[config.mk]
export PLATFORM = sky130hd
export DESIGN_NAME = bitrot_unit
export DESIGN_NICKNAME = d
export VERILOG_FILES = /design/src/rtl/bru_pkg.sv /design/src/rtl/bru_rot_core.sv /design/src/rtl/bru_bit_core.sv /design/src/rtl/bru_scan_core.sv /design/src/rtl/bitrot_unit.sv
export SDC_FILE = /design/constraint.sdc
export NUM_CORES = 1
export LEC_CHECK = 0
export BUFFER_PORTS_ARGS = -buffer_cell sky130_fd_sc_hd__buf_2
export CORE_ASPECT_RATIO = 1.1
export CORE_MARGIN = 3
export CORE_UTILIZATION = 48
export CTS_CLUSTER_SIZE = 30
export DETAILED_ROUTE_END_ITERATION = 12
export PLACE_DENSITY = 0.65
export RECOVER_POWER = 100
export SYNTH_ARGS = -nofsm -noshare
export SYNTH_HDL_FRONTEND = slang
export SYNTH_HIERARCHICAL = 1
export SYNTH_SLANG_ARGS = --single-unit
[constraint.sdc]
create_clock -name clk -period 12.4 [get_ports clk]
set_input_delay 2.48 -clock clk [delete_from_list [all_inputs] [get_ports clk]]
set_output_delay 2.48 -clock clk [all_outputs]
set_load 0.03 [all_outputs]
[src/rtl/bru_pkg.sv]
package bru_pkg;

  typedef enum logic [3:0] {
    OP_ROL = 4'd0,
    OP_ROR = 4'd1,
    OP_RCL = 4'd2,
    OP_RCR = 4'd3,
    OP_BT  = 4'd4,
    OP_BTS = 4'd5,
    OP_BTR = 4'd6,
    OP_BTC = 4'd7,
    OP_BSF = 4'd8,
    OP_BSR = 4'd9
  } bru_op_e;

  function automatic logic is_rotate(input bru_op_e o);
    return (o == OP_ROL) || (o == OP_ROR) || (o == OP_RCL) || (o == OP_RCR);
  endfunction

  function automatic logic is_bittest(input bru_op_e o);
    return (o == OP_BT) || (o == OP_BTS) || (o == OP_BTR) || (o == OP_BTC);
  endfunction

  function automatic logic is_scan(input bru_op_e o);
    return (o == OP_BSF) || (o == OP_BSR);
  endfunction

endpackage

[src/rtl/bru_rot_core.sv]
module bru_rot_core
  import bru_pkg::*;
#(
  parameter int W     = 16,
  parameter int CNT_W = 5
) (
  input  bru_op_e          op,
  input  logic [W-1:0]     src,
  input  logic [CNT_W-1:0] cnt,
  input  logic             cf_in,
  output logic [W-1:0]     res,
  output logic             cf_out
);
  localparam int XW = W + 1;

  logic [CNT_W-1:0] n_plain;
  logic [CNT_W-1:0] n_thru;
  logic [W-1:0]     rl, rr;
  logic [XW-1:0]    ext, xl, xr;

  assign n_plain = CNT_W'(cnt % CNT_W'(W));
  assign n_thru  = CNT_W'(cnt % CNT_W'(XW));
  assign ext     = {cf_in, src};

  assign rl = (src << n_plain) | (src >> (W - n_plain));
  assign rr = (src >> n_plain) | (src << (W - n_plain));
  assign xl = (ext << n_thru) | (ext >> (XW - n_thru));
  assign xr = (ext >> n_thru) | (ext << (XW - n_thru));

  always_comb begin
    res    = src;
    cf_out = cf_in;
    if (cnt != '0) begin
      unique case (op)
        OP_ROL:  begin res = rl;         cf_out = rl[0];   end
        OP_ROR:  begin res = rr;         cf_out = rr[W-1]; end
        OP_RCL:  begin res = xl[W-1:0];  cf_out = xl[W];   end
        OP_RCR:  begin res = xr[W-1:0];  cf_out = xr[W];   end
        default: begin res = src;        cf_out = cf_in;   end
      endcase
    end
  end
endmodule

[src/rtl/bru_bit_core.sv]
module bru_bit_core
  import bru_pkg::*;
#(
  parameter int W     = 16,
  parameter int IDX_W = 4
) (
  input  bru_op_e          op,
  input  logic [W-1:0]     src,
  input  logic [IDX_W-1:0] idx,
  output logic [W-1:0]     res,
  output logic             cf_out
);
  logic [W-1:0] sel;

  for (genvar g = 0; g < W; g++) begin : g_sel
    assign sel[g] = (idx == IDX_W'(g));
  end

  assign cf_out = |(src & sel);

  always_comb begin
    unique case (op)
      OP_BTS:  res = src | sel;
      OP_BTR:  res = src & ~sel;
      OP_BTC:  res = src ^ sel;
      default: res = src;
    endcase
  end
endmodule

[src/rtl/bru_scan_core.sv]
module bru_scan_core #(
  parameter int W     = 16,
  parameter int IDX_W = 4
) (
  input  logic         rev,
  input  logic [W-1:0] src,
  input  logic [W-1:0] dest,
  output logic [W-1:0] res,
  output logic         zf_out
);
  logic [IDX_W-1:0] fwd_idx, bwd_idx;

  always_comb begin
    fwd_idx = '0;
    for (int i = W - 1; i >= 0; i--) begin
      if (src[i]) fwd_idx = IDX_W'(i);
    end
  end

  always_comb begin
    bwd_idx = '0;
    for (int i = 0; i < W; i++) begin
      if (src[i]) bwd_idx = IDX_W'(i);
    end
  end

  assign zf_out = (src == '0);

  always_comb begin
    if (zf_out)  res = dest;
    else if (rev) res = {{(W-IDX_W){1'b0}}, bwd_idx};
    else          res = {{(W-IDX_W){1'b0}}, fwd_idx};
  end
endmodule

[src/rtl/bitrot_unit.sv]
module bitrot_unit
  import bru_pkg::*;
#(
  parameter int W     = 16,
  parameter int CNT_W = 5
) (
  input  logic             clk,
  input  logic             rst_n,
  input  logic             start,
  input  logic [3:0]       op,
  input  logic [W-1:0]     operand,
  input  logic [W-1:0]     dest_in,
  input  logic [CNT_W-1:0] count,
  input  logic             cf_in,
  input  logic             zf_in,
  output logic [W-1:0]     result,
  output logic             cf_out,
  output logic             zf_out,
  output logic             done
);
  localparam int IDX_W = $clog2(W);

  bru_op_e      op_e;
  logic [W-1:0] rot_res, bit_res, scan_res, nxt_res;
  logic         rot_cf, bit_cf, scan_zf, nxt_cf, nxt_zf;

  assign op_e = bru_op_e'(op);

  bru_rot_core #(.W(W), .CNT_W(CNT_W)) u_rot (
    .op(op_e), .src(operand), .cnt(count), .cf_in(cf_in),
    .res(rot_res), .cf_out(rot_cf)
  );

  bru_bit_core #(.W(W), .IDX_W(IDX_W)) u_bit (
    .op(op_e), .src(operand), .idx(count[IDX_W-1:0]),
    .res(bit_res), .cf_out(bit_cf)
  );

  bru_scan_core #(.W(W), .IDX_W(IDX_W)) u_scan (
    .rev(op_e == OP_BSR), .src(operand), .dest(dest_in),
    .res(scan_res), .zf_out(scan_zf)
  );

  always_comb begin
    nxt_res = operand;
    nxt_cf  = cf_in;
    nxt_zf  = zf_in;
    if (is_rotate(op_e)) begin
      nxt_res = rot_res;
      nxt_cf  = rot_cf;
    end else if (is_bittest(op_e)) begin
      nxt_res = bit_res;
      nxt_cf  = bit_cf;
    end else if (is_scan(op_e)) begin
      nxt_res = scan_res;
      nxt_zf  = scan_zf;
    end
  end

  always_ff @(posedge clk) begin
    if (!rst_n) begin
      result <= '0;
      cf_out <= 1'b0;
      zf_out <= 1'b0;
      done   <= 1'b0;
    end else begin
      done <= start;
      if (start) begin
        result <= nxt_res;
        cf_out <= nxt_cf;
        zf_out <= nxt_zf;
      end
    end
  end


  strobe_follows_chk: assert property (@(posedge clk) disable iff (!rst_n)
    start |=> done);


  strobe_source_chk: assert property (@(posedge clk) disable iff (!rst_n)
    done |-> $past(start));


  hold_idle_chk: assert property (@(posedge clk) disable iff (!rst_n)
    !start |=> ($stable(result) && $stable(cf_out) && $stable(zf_out)));


  zero_count_chk: assert property (@(posedge clk) disable iff (!rst_n)
    (start && op[3:2] == 2'b00 && count == '0) |=>
      (result == $past(operand) && cf_out == $past(cf_in) && zf_out == $past(zf_in)));


  test_keeps_chk: assert property (@(posedge clk) disable iff (!rst_n)
    (start && op == 4'd4) |=> (result == $past(operand) && zf_out == $past(zf_in)));


  scan_empty_chk: assert property (@(posedge clk) disable iff (!rst_n)
    (start && (op == 4'd8 || op == 4'd9) && operand == '0) |=>
      (zf_out && result == $past(dest_in) && cf_out == $past(cf_in)));
endmodule

==> metrics <==
Reg clk slew, reported paths 0.06 ns; failing checks max-capacitance violations, max-slew violations; Post-synth top cells nor2_1 (138), nand2_1 (108), mux2i_1 (85); drt total wl 48.7 mm; Distinct cells, synth 105; Initial Utilization 49.0%; Syn Nets 1516; via count 12400; status complete, but fails checks; Slew @ Worst Pin 2.25 ns; gr usage total 40.7%; clock buffer depth 2; hold path depth 2; post-synthesis adder-cell area fraction 6.28%; Worst EP required 12.55 ns; leading area contributor after synthesis mux2i_1; Tcrit/Tclk final 78.5%; initial antenna violation count 0; setup TNS 0 ns; number of synthesized flops with an enable pin 0; Post-CTS Setup Bufs 0; Vias/cell 7.45; CP startpoint kind input pin; final setup violation count 0; die area 22900 um2; Top Ports 65; TritonCTS clock tree yes; Yosys warnings 6; Area Overhead vs Synth 1.64%; Syn Inst Count 1419; DR iter-0 viols 1975; clock root buffer clkbuf_16; worst reg2reg path depth 2; CP Max Fanout 42; compound-gate portion of the synthesized area 35.1%; count leader, synth nor2_1; fin. max-slew vios 15; kind of critical path in -> reg; CTS sink cnt 19; mean routed wirelength per cell 29.3 um; Post-Synth XOR/XNOR Area 0.604%; Worst setup startpoint count[1]; PD cells 64.6 nW/um2; DRC 0; fraction of registers with async set or reset after synthesis 0%; pin count of the biggest net entering global routing 72; Die X 145 um; proportion of synthesized area in mux cells 19.3%; Post-CTS Hold Fix Bufs 0; RSZ-0062 raised after global routing no; port bufs 64; fraction of layout cells with a size suffix above 1 12.9%; First-pass DRT Iterations 7; Max-slew headroom -51.6%; leak pwr 4.00 nW; Setup Skew 0 ns; H-tree Lvls 1; prevailing post-synth register cell dfxtp_1; sequential share of the synthesized area 3.75%; Tmin final 9.74 ns; number of global-route vias before repair 10800; Syn Area/Cell 7.16 um2; clk_lat worst skew 0.25 ns; GP Congestion 1.07; hold path startpoint result[13]; Min-Delay Path Class reg -> reg; max-cap violations 2; Yosys top cell area share 8.38%; Crit. End Element register; worst vdd ir 0.0000464 V; antenna fix cells 0; r2r startpoint result[1]; # rows 55; Mapped Area 10200 um2; detailed placer's ending HPWL 33.7 mm; reg2reg setup slack 11.68 ns; fin util 49.8%; final hold viol count 0; fin nets 1472; top cells by area, synth mux2i_1 (8.4%), mux4_2 (8.0%), ha_1 (6.3%); Core Region 20700 um2; combinational family with the most area after synthesis compound AO/OA/AOI/OAI gates; Hold Path End result[13]; Die Ht 159 um; Routed Antenna Nets 0; Gates resized, CTS repair 0; Worst EP arrival 9.89 ns; grt total ovfl 0; first-pass GRT wire length 71.2 mm; Fmax 103 MHz; CTS buffer count 3; RR Endpoint result[1]; synthesized flop and latch total 19; Synth Area in Simple Gates 24.9%
-- placed cells by master (no fill, tap or decap), types with 9 or more instances in the layout --
cell      Yosys  final
buf_4        12     30
dfxtp_1      19     19
nand2b_1     18     18
ha_1         51     50
a21oi_1      57     57
o221ai_1     22     22
a22oi_1      10     10
clkbuf_1     61     21
nor2_1      138    138
o21ai_0      78     78
buf_2        49     43
nor3_1       28     28
and2_1       27     27
mux2_2       23     23
a211oi_1     33     33
o31ai_1      26     26
nand3_1      54     54
a221oi_1     11     11
a31oi_1      38     38
nor4_1       10     11
a22o_1       10     10
nor2b_1      29     28
mux2i_1      85     84
mux4_2       36     36
o211ai_1     39     40
and3_1       14     14
nand2_1     108    108
o22ai_1      24     24
nand4_1       8      9
nand3b_1     26     26
inv_1        69     70
-- how the worst max path moves through the flow --
stage | slack [ns] | to
global placement | 4.63 | result[7]
CTS | 4.80 | result[11]
floorplan | 5.67 | result[6]
global route | 2.40 | result[11]
detailed placement | 4.53 | result[7]
finish | 2.66 | result[7]
-- stage by stage --
| stage | area (um2) | power [mW] | setup slack [ns] | instances | hold slack (ns) |
|---|---|---|---|---|---|
| finish | 10300 | 0.667 | 2.66 | 1659 | 0.499 |
| global route | 10300 | 0.694 | 2.40 | 1659 | 0.510 |
| CTS | 10400 | 0.646 | 4.80 | 1659 | 0.495 |
| detailed placement | 10300 | 0.577 | 4.53 | 1655 | 0.477 |
| global placement | 10300 | 0.581 | 4.63 | 1655 | 0.472 |
| floorplan | 10200 | 0.422 | 5.67 | 1419 | 0.597 |
-- sequential cells by signal, indices dropped and copies added (netlist names) --
| register | cells |
|---|---|
| cf_out | 1 |
| result | 16 |
| zf_out | 1 |
| done | 1 |
-- logic make-up after synthesis --
logic type      count (synthesis)
simple gates                  495
mux                           147
compound gates                488
flops                          19
fa+ha+maj                      51
buf+inv                       215
xor+xnor                        4
-- worst max-delay path, cell delays in order --
cell,delay (ns)
buf_2,0.08
buf_4,0.29
inv_1,0.36
ha_1,0.39
nor4_1,1.71
a22oi_2,0.05
buf_4,0.39
inv_1,1.00
ha_1,0.58
xnor2_4,0.16
buf_4,0.25
nand4_1,0.68
or3_1,0.62
a31o_2,0.25
a41oi_1,0.23
mux2i_1,0.12
o221ai_1,0.20
-- cell type report --
type,instances,area (um2)
fill,2122,10400
multi-input combinational,1185,8720
timing repair buffer,93,515
sequential,19,380
tap,285,357
inverter,73,275
clock buffer,4,78.8
-- metal layers --
layer  up-vias  routed length (um)  global-route usage [%]
li1       5358                   -                       -
met1      5890               18900                    55.1
met2       925               21400                    62.9
met3       194                5210                    6.85
met4         0                3150                    19.4
met5         -                   0                       0
-- power breakdown --
group	switching (mW)	internal (mW)	total, mW
registers	0.00323	0.0659	0.0692
clock network	0.0242	0.0438	0.0680
logic	0.358	0.172	0.530
total	0.385	0.281	0.667
Power figures use the tool's default switching activity.
